### config.mk
export PLATFORM = sky130hd
export DESIGN_NAME = scan_timing_gen
export DESIGN_NICKNAME = d
export VERILOG_FILES = /design/src/rtl/scan_timing_pkg.sv /design/src/rtl/stg_dot_div.sv /design/src/rtl/stg_frame_ctr.sv /design/src/rtl/stg_flags.sv /design/src/rtl/scan_timing_gen.sv
export SDC_FILE = /design/constraint.sdc
export NUM_CORES = 1
export LEC_CHECK = 0
export ABC_AREA = 1
export CAP_MARGIN = 20
export CORE_MARGIN = 2
export CORE_UTILIZATION = 53
export DETAILED_ROUTE_END_ITERATION = 6
export PLACE_DENSITY = 0.85
export RECOVER_POWER = 50
export SLEW_MARGIN = 10
export SYNTH_ARGS = -nofsm -noshare
export SYNTH_HDL_FRONTEND = slang
export SYNTH_HIERARCHICAL = 1
export SYNTH_SLANG_ARGS = --single-unit
### constraint.sdc
create_clock -name clk -period 3.3 [get_ports clk]
set_input_delay 0.825 -clock clk [delete_from_list [all_inputs] [get_ports clk]]
set_output_delay 0.825 -clock clk [all_outputs]
set_load 0.01 [all_outputs]
### src/rtl/scan_timing_pkg.sv
// Shared types for the scanline timing generator.
// Assumes nothing beyond the three frame-shape controls.
package scan_timing_pkg;

    // Frame shape captured at reset and at each frame wrap
    typedef struct packed {
        logic pal;    // 50 Hz line count
        logic tall;   // taller visible picture
        logic ilace;  // interlace enabled
    } frame_cfg_t;

endpackage

### src/rtl/stg_dot_div.sv
// Master-clock prescaler and dot counter.
// Divides the master clock by MCLK_PER_DOT and counts dots from 0 up to a
// last-dot value that the frame counter provides for the current line.
// Assumes MCLK_PER_DOT >= 2 and that last_dot changes only at line start.
module stg_dot_div #(
    parameter int MCLK_PER_DOT = 4,
    parameter int PH_W         = 2,
    parameter int DOT_W        = 9
) (
    input  logic             clk,
    input  logic             rst_n,
    input  logic [DOT_W-1:0] last_dot,
    output logic [PH_W-1:0]  phase,
    output logic [DOT_W-1:0] dot,
    output logic             line_end
);

    localparam logic [PH_W-1:0] PH_LAST = PH_W'(MCLK_PER_DOT - 1);

    // Final master clock of the final dot of the line
    assign line_end = (phase == PH_LAST) && (dot == last_dot);

    // Advance the prescaler and step the dot counter once per dot
    always_ff @(posedge clk) begin
        if (!rst_n) begin
            phase <= '0;
            dot   <= '0;
        end else if (phase == PH_LAST) begin
            phase <= '0;
            dot   <= (dot == last_dot) ? '0 : dot + 1'b1;
        end else begin
            phase <= phase + 1'b1;
        end
    end

endmodule

### src/rtl/stg_frame_ctr.sv
// Line counter, field parity and frame-shape capture.
// Counts lines from 0 to the last line of the frame, then wraps to 0.
// Selects the dot limit for each line, including the one odd-length line
// used when interlace is off. Captures the mode inputs at reset and at wrap.
// Assumes LINES_60 and LINES_50 both exceed ADJ_LINE.
module stg_frame_ctr
    import scan_timing_pkg::*;
#(
    parameter int DOTS_PER_LINE = 341,
    parameter int LINES_60      = 262,
    parameter int LINES_50      = 312,
    parameter int ADJ_LINE      = 240,
    parameter int DOT_W         = 9,
    parameter int LINE_W        = 9
) (
    input  logic              clk,
    input  logic              rst_n,
    input  logic              line_end,
    input  frame_cfg_t        cfg_in,
    output logic [LINE_W-1:0] line,
    output logic              field,
    output frame_cfg_t        cfg,
    output logic [DOT_W-1:0]  last_dot
);

    localparam logic [DOT_W-1:0]  DOT_NORM  = DOT_W'(DOTS_PER_LINE - 1);
    localparam logic [DOT_W-1:0]  DOT_SHORT = DOT_W'(DOTS_PER_LINE - 2);
    localparam logic [DOT_W-1:0]  DOT_LONG  = DOT_W'(DOTS_PER_LINE);
    localparam logic [LINE_W-1:0] LAST_60   = LINE_W'(LINES_60 - 1);
    localparam logic [LINE_W-1:0] LAST_50   = LINE_W'(LINES_50 - 1);
    localparam logic [LINE_W-1:0] ADJ       = LINE_W'(ADJ_LINE);

    logic [LINE_W-1:0] last_line;
    logic              extended;

    // One extra line in every other interlaced frame
    assign extended = cfg.ilace && field;

    // Last line of the current frame from region and parity
    always_comb begin
        last_line = cfg.pal ? LAST_50 : LAST_60;
        if (extended) last_line = last_line + 1'b1;
    end

    // Dot limit for the current line: the odd-length line exists only without interlace
    always_comb begin
        last_dot = DOT_NORM;
        if (!cfg.ilace && (line == ADJ)) last_dot = cfg.pal ? DOT_LONG : DOT_SHORT;
    end

    // Step lines at each line end, wrap the frame, flip parity, capture modes
    always_ff @(posedge clk) begin
        if (!rst_n) begin
            line  <= '0;
            field <= 1'b0;
            cfg   <= cfg_in;
        end else if (line_end) begin
            if (line == last_line) begin
                line  <= '0;
                field <= cfg.ilace ? ~field : 1'b0;
                cfg   <= cfg_in;
            end else begin
                line <= line + 1'b1;
            end
        end
    end

endmodule

### src/rtl/stg_flags.sv
// Decodes counters into the visible, vertical-blank and CPU stall flags.
// The stall window covers master positions STALL_START up to
// STALL_START+STALL_LEN-1 within the line. Assumes the window fits in the
// shortest line.
module stg_flags
    import scan_timing_pkg::*;
#(
    parameter int MCLK_PER_DOT = 4,
    parameter int VIS_SHORT    = 224,
    parameter int VIS_TALL     = 239,
    parameter int STALL_START  = 536,
    parameter int STALL_LEN    = 40,
    parameter int PH_W         = 2,
    parameter int DOT_W        = 9,
    parameter int LINE_W       = 9,
    parameter int POS_W        = 11
) (
    input  logic [PH_W-1:0]   phase,
    input  logic [DOT_W-1:0]  dot,
    input  logic [LINE_W-1:0] line,
    input  frame_cfg_t        cfg,
    input  logic              force_blank,
    output logic              visible,
    output logic              vblank,
    output logic              stall
);

    localparam logic [LINE_W-1:0] VIS_S  = LINE_W'(VIS_SHORT);
    localparam logic [LINE_W-1:0] VIS_T  = LINE_W'(VIS_TALL);
    localparam logic [POS_W-1:0]  W_LO   = POS_W'(STALL_START);
    localparam logic [POS_W-1:0]  W_HI   = POS_W'(STALL_START + STALL_LEN);
    localparam logic [POS_W-1:0]  MPD    = POS_W'(MCLK_PER_DOT);

    logic [LINE_W-1:0] vis_last;
    logic [POS_W-1:0]  pos;

    // Last visible line for the captured height
    assign vis_last = cfg.tall ? VIS_T : VIS_S;

    // Picture lines start after the hidden line 0
    assign visible = (line != '0) && (line <= vis_last) && !force_blank;

    // Blank runs from after the picture to the end of the frame
    assign vblank  = (line > vis_last);

    // Master-clock position within the line
    assign pos = POS_W'(dot) * MPD + POS_W'(phase);

    // Fixed mid-line CPU pause
    assign stall = (pos >= W_LO) && (pos < W_HI);

endmodule

### src/rtl/scan_timing_gen.sv
// Scanline and frame timing generator, top level.
// Connects the dot divider, frame counter and flag decoder. All outputs
// follow registered counters; visible also follows force_blank directly.
// Assumes a free-running master clock and synchronous active-low reset.
module scan_timing_gen
    import scan_timing_pkg::*;
#(
    parameter int MCLK_PER_DOT  = 4,
    parameter int DOTS_PER_LINE = 341,
    parameter int LINES_60      = 262,
    parameter int LINES_50      = 312,
    parameter int VIS_SHORT     = 224,
    parameter int VIS_TALL      = 239,
    parameter int ADJ_LINE      = 240,
    parameter int STALL_START   = 536,
    parameter int STALL_LEN     = 40,
    parameter int DOT_W         = 9,
    parameter int LINE_W        = 9
) (
    input  logic              clk,
    input  logic              rst_n,
    input  logic              pal_mode,
    input  logic              tall_pic,
    input  logic              interlace,
    input  logic              force_blank,
    output logic [LINE_W-1:0] line,
    output logic [DOT_W-1:0]  dot,
    output logic              visible,
    output logic              vblank,
    output logic              cpu_stall,
    output logic              field
);

    localparam int PH_W  = $clog2(MCLK_PER_DOT);
    localparam int POS_W = $clog2((DOTS_PER_LINE + 1) * MCLK_PER_DOT + 1);

    frame_cfg_t        cfg_in;
    frame_cfg_t        cfg;
    logic [PH_W-1:0]   phase;
    logic [DOT_W-1:0]  last_dot;
    logic              line_end;

    // Bundle the mode pins for capture
    assign cfg_in = '{pal: pal_mode, tall: tall_pic, ilace: interlace};

    stg_dot_div #(
        .MCLK_PER_DOT (MCLK_PER_DOT),
        .PH_W         (PH_W),
        .DOT_W        (DOT_W)
    ) u_div (
        .clk      (clk),
        .rst_n    (rst_n),
        .last_dot (last_dot),
        .phase    (phase),
        .dot      (dot),
        .line_end (line_end)
    );

    stg_frame_ctr #(
        .DOTS_PER_LINE (DOTS_PER_LINE),
        .LINES_60      (LINES_60),
        .LINES_50      (LINES_50),
        .ADJ_LINE      (ADJ_LINE),
        .DOT_W         (DOT_W),
        .LINE_W        (LINE_W)
    ) u_frame (
        .clk      (clk),
        .rst_n    (rst_n),
        .line_end (line_end),
        .cfg_in   (cfg_in),
        .line     (line),
        .field    (field),
        .cfg      (cfg),
        .last_dot (last_dot)
    );

    stg_flags #(
        .MCLK_PER_DOT (MCLK_PER_DOT),
        .VIS_SHORT    (VIS_SHORT),
        .VIS_TALL     (VIS_TALL),
        .STALL_START  (STALL_START),
        .STALL_LEN    (STALL_LEN),
        .PH_W         (PH_W),
        .DOT_W        (DOT_W),
        .LINE_W       (LINE_W),
        .POS_W        (POS_W)
    ) u_flags (
        .phase       (phase),
        .dot         (dot),
        .line        (line),
        .cfg         (cfg),
        .force_blank (force_blank),
        .visible     (visible),
        .vblank      (vblank),
        .stall       (cpu_stall)
    );

endmodule

==> results.yml <==
outcome:
  outcome: "finished, final reports clean"
synth:
  post-synth-top-area-cell: "sky130_fd_sc_hd__dfxtp_1"
  seq_area_frac_synth_pct: 29.9
  post_synth_num_cell_types: 29
  synth.ff_latch_count: 24
  number_of_standard_cells_after_synthesis: 253
  synth-main-ff-cell: "sky130_fd_sc_hd__dfxtp_1"
  netlist_area_sq_mm: 0.00171
  synth-warning-count: 6
  synth_most_common_cell: "sky130_fd_sc_hd__nand2_1"
  post_synth_main_area_contributors: "sky130_fd_sc_hd__dfxtp_1, sky130_fd_sc_hd__nand2_1, sky130_fd_sc_hd__inv_1, sky130_fd_sc_hd__nor2_1, sky130_fd_sc_hd__ha_1"
  asyncSetResetFlopFracSynth_pct: 0
  syn_avg_cell_area_sq_um: 6.74
  synth_top_area_share_pct: 24.7
  synth.cells.most_frequent: "sky130_fd_sc_hd__nand2_1, sky130_fd_sc_hd__inv_1, sky130_fd_sc_hd__nor2_1, sky130_fd_sc_hd__dfxtp_1, sky130_fd_sc_hd__nand3_1"
  synth_edf_count: 3
layout:
  final_core_util_pct: 67.6
  drive_gt1_share_pct: 11.3
  n_fill_cell: 273
  num_antenna_cells: 0
  nets: 299
  layout.cell_area.non_filler_sq_mm: 0.00206
  area_delta_synth_final_pct: 21.0
die:
  floorplan.die.height_um: 60.7
  initial_core_util_pct: 55.9
  die_ar_sq_mm: 0.00369
  row_count: 20
  design.portCount: 28
  chipWidth_um: 60.7
  core_area_sq_mm: 0.00305
routing:
  drcViolationCount: 0
  dr_total_vias: 1572
  routedWlPerCell_um: 10.8
  drt-total-wl_um: 3550
  detail-route-antenna-nets: 0
  drtPass1Iterations: 4
  drt_first_iter_violations: 94
  avgViaCountPerCell: 4.79
global_route:
  grt_overflow: 0
  grt_first_pass_wirelength_um: 5870
  first_global_vias: 1355
  grt_start_max_net_pins: 15
  number_of_antenna_violations_at_the_first_check_in_global_routing: 0
  globalRouteTotalUtil_pct: 21.0
pwr:
  psw_uw: 134
  ir_drop_uv: 180
  power_report.internal_total_uw: 417
  swShare_pct: 24.3
  power_density_mw_per_mm2: 267
  seq_power_share_pct: 56.4
  p_leak_uw: 0.00102
  pwr-share-comb_pct: 9.5
  clkPwrFrac_pct: 34.2
clocking:
  cts.clk_slew.worst_paths_ns: 0.14
  cts_tree: "done"
  cts.sink_count: 24
  ctsResizeCount: 0
  clock_insertion_delay_worst_skew_ns: 0.33
  numCtsBuffers: 3
  ctsLongestPathBuffers: 2
  post_cts_setup_repair_buffer_count: 0
  cts_hold_buf: 0
  cts.root.buffer_cell: "sky130_fd_sc_hd__clkbuf_4"
  h-tree-depth: 1
setup_path:
  critical_path.endpoint_type: "primary output"
  cp_data_required_time_ns: 2.47
  cp.buffers_inverters: 1
  biggest_cell_delay_along_the_critical_path_ns: 0.58
  crit_top_cell: "sky130_fd_sc_hd__nand2_2"
  worst-path-max-fanout: 9
  setup.worst_path.start_class: "flop"
  critical-path-slowest-cell: "sky130_fd_sc_hd__dfxtp_1"
  critical_path.top_delay_family: "flip-flops"
  crit_path_cell_trace: "ha_1 > nand2_2 > nor2_1 > nor2_1 > nand2_1 > nand2_2 > nand2_2 > nor2_2 > clkdlybuf4s50_1"
  arrival_time_reported_for_the_critical_path_endpoint_ns: 2.24
  worst-setup-path-type: "flop to primary output"
timing:
  fin_skew_ns: 0.00989
  timing.final.ws_setup_ns: 0.234
  hold_viol_final: 0
  grt_setup_unrepaired: "no"
  max_freq_mhz: 326
  final.setup.tns_ns: 0
  finalMaxSlewViolations: 0
  layout_min_cycle_time_ns: 3.07
  min_period_over_period_pct: 92.9
  setup_viol_count_final: 0
flow_run:
  cap_violations: 0
placement:
  gpl.final_weighted_congestion: 0.909
  placement.io_buffers: 27
  placed_cell_area_sq_mm: 0.00202
  place_hpwl_um: 2740
  dpl_worst_slack_ns: 0.438
min_path:
  hold_class: "flop to flop"
sequential cells by signal, indices dropped and copies added (netlist names):
register	flops
u_div/dot	9
u_frame/line	9
u_frame/cfg	3
u_frame/field	1
u_div/phase	2
layout by cell type (no fill, tap or decap), types with 7 or more instances in the layout:
cell type                         synthesis  routed
sky130_fd_sc_hd__nand2_1                 56      56
sky130_fd_sc_hd__inv_1                   42      42
sky130_fd_sc_hd__nor2_1                  37      37
sky130_fd_sc_hd__dfxtp_1                 21      21
sky130_fd_sc_hd__dlygate4sd3_1            0      18
sky130_fd_sc_hd__nand3_1                 18      18
sky130_fd_sc_hd__clkdlybuf4s50_1          0       9
sky130_fd_sc_hd__xnor2_1                  8       8
sky130_fd_sc_hd__ha_1                     8       8
sky130_fd_sc_hd__nor2_2                   7       7
layer usage:
metal | wire [um] | global-route usage (%) | vias to the layer above
met5 | 0 | 0 | -
met3 | 210 | 2.56 | 4
met4 | 44 | 6.83 | 0
met2 | 1650 | 34.7 | 42
met1 | 1650 | 28.5 | 695
li1 | - | - | 831
power by group through the flow:
| stage | registers (uW) | clock network, uW | logic [uW] |
|---|---|---|---|
| 2_1_floorplan | 315 | 0 | 40.6 |
| 3_3_place_gp | 317 | 0 | 50.8 |
| 3_5_place_dp | 317 | 0 | 52.9 |
| 4_1_cts | 311 | 193 | 53.3 |
| 5_1_grt | 312 | 204 | 58.7 |
| 6_report | 311 | 188 | 52.1 |
cell type report:
| class | instances | area [sq um] | area share, % |
|---|---|---|---|
| Timing Repair Buffer | 29 | 285 | 13.8 |
| Multi-Input combinational cell | 182 | 996 | 48.3 |
| Sequential cell | 24 | 510 | 24.7 |
| Tap cell | 44 | 55.1 | 2.67 |
| Inverter | 45 | 169 | 8.19 |
| Clock buffer | 4 | 47.5 | 2.30 |
final timing paths:
path | from | depth (start not counted) | slack, ns | end
worst min-delay path | u_div/phase[0]$_SDFF_PP0_ | 1 | 0.43 | u_div/phase[0]$_SDFF_PP0_
worst max-delay path | u_frame/line[2]$_SDFFE_PN0P_ | 9 | 0.23 | visible
worst max register to register | u_frame/line[4]$_SDFFE_PN0P_ | 17 | 0.41 | u_frame/cfg[0]$_DFFE_PP_
worst min register to register | u_div/phase[0]$_SDFF_PP0_ | 1 | 0.43 | u_div/phase[0]$_SDFF_PP0_
logic make-up after synthesis:
family / share of synthesized area, %
XOR/XNOR: 7.19
AND/OR/NAND/NOR: 42.6
adder cells (fa/ha/maj): 5.87
AO/OA/AOI/OAI: 1.47
buffers and inverters: 12.5
flip-flops: 29.9
other: 0.440
metrics by stage:
step                      power, uW  cells  hold WS [ns]
after floorplan                 356    257         0.397
after global placement          368    324         0.409
after detailed placement        370    324         0.414
after CTS                       557    328         0.434
after global routing            575    328         0.442
final                           551    328         0.429
No activity file was read; power rests on OpenSTA's default activity.
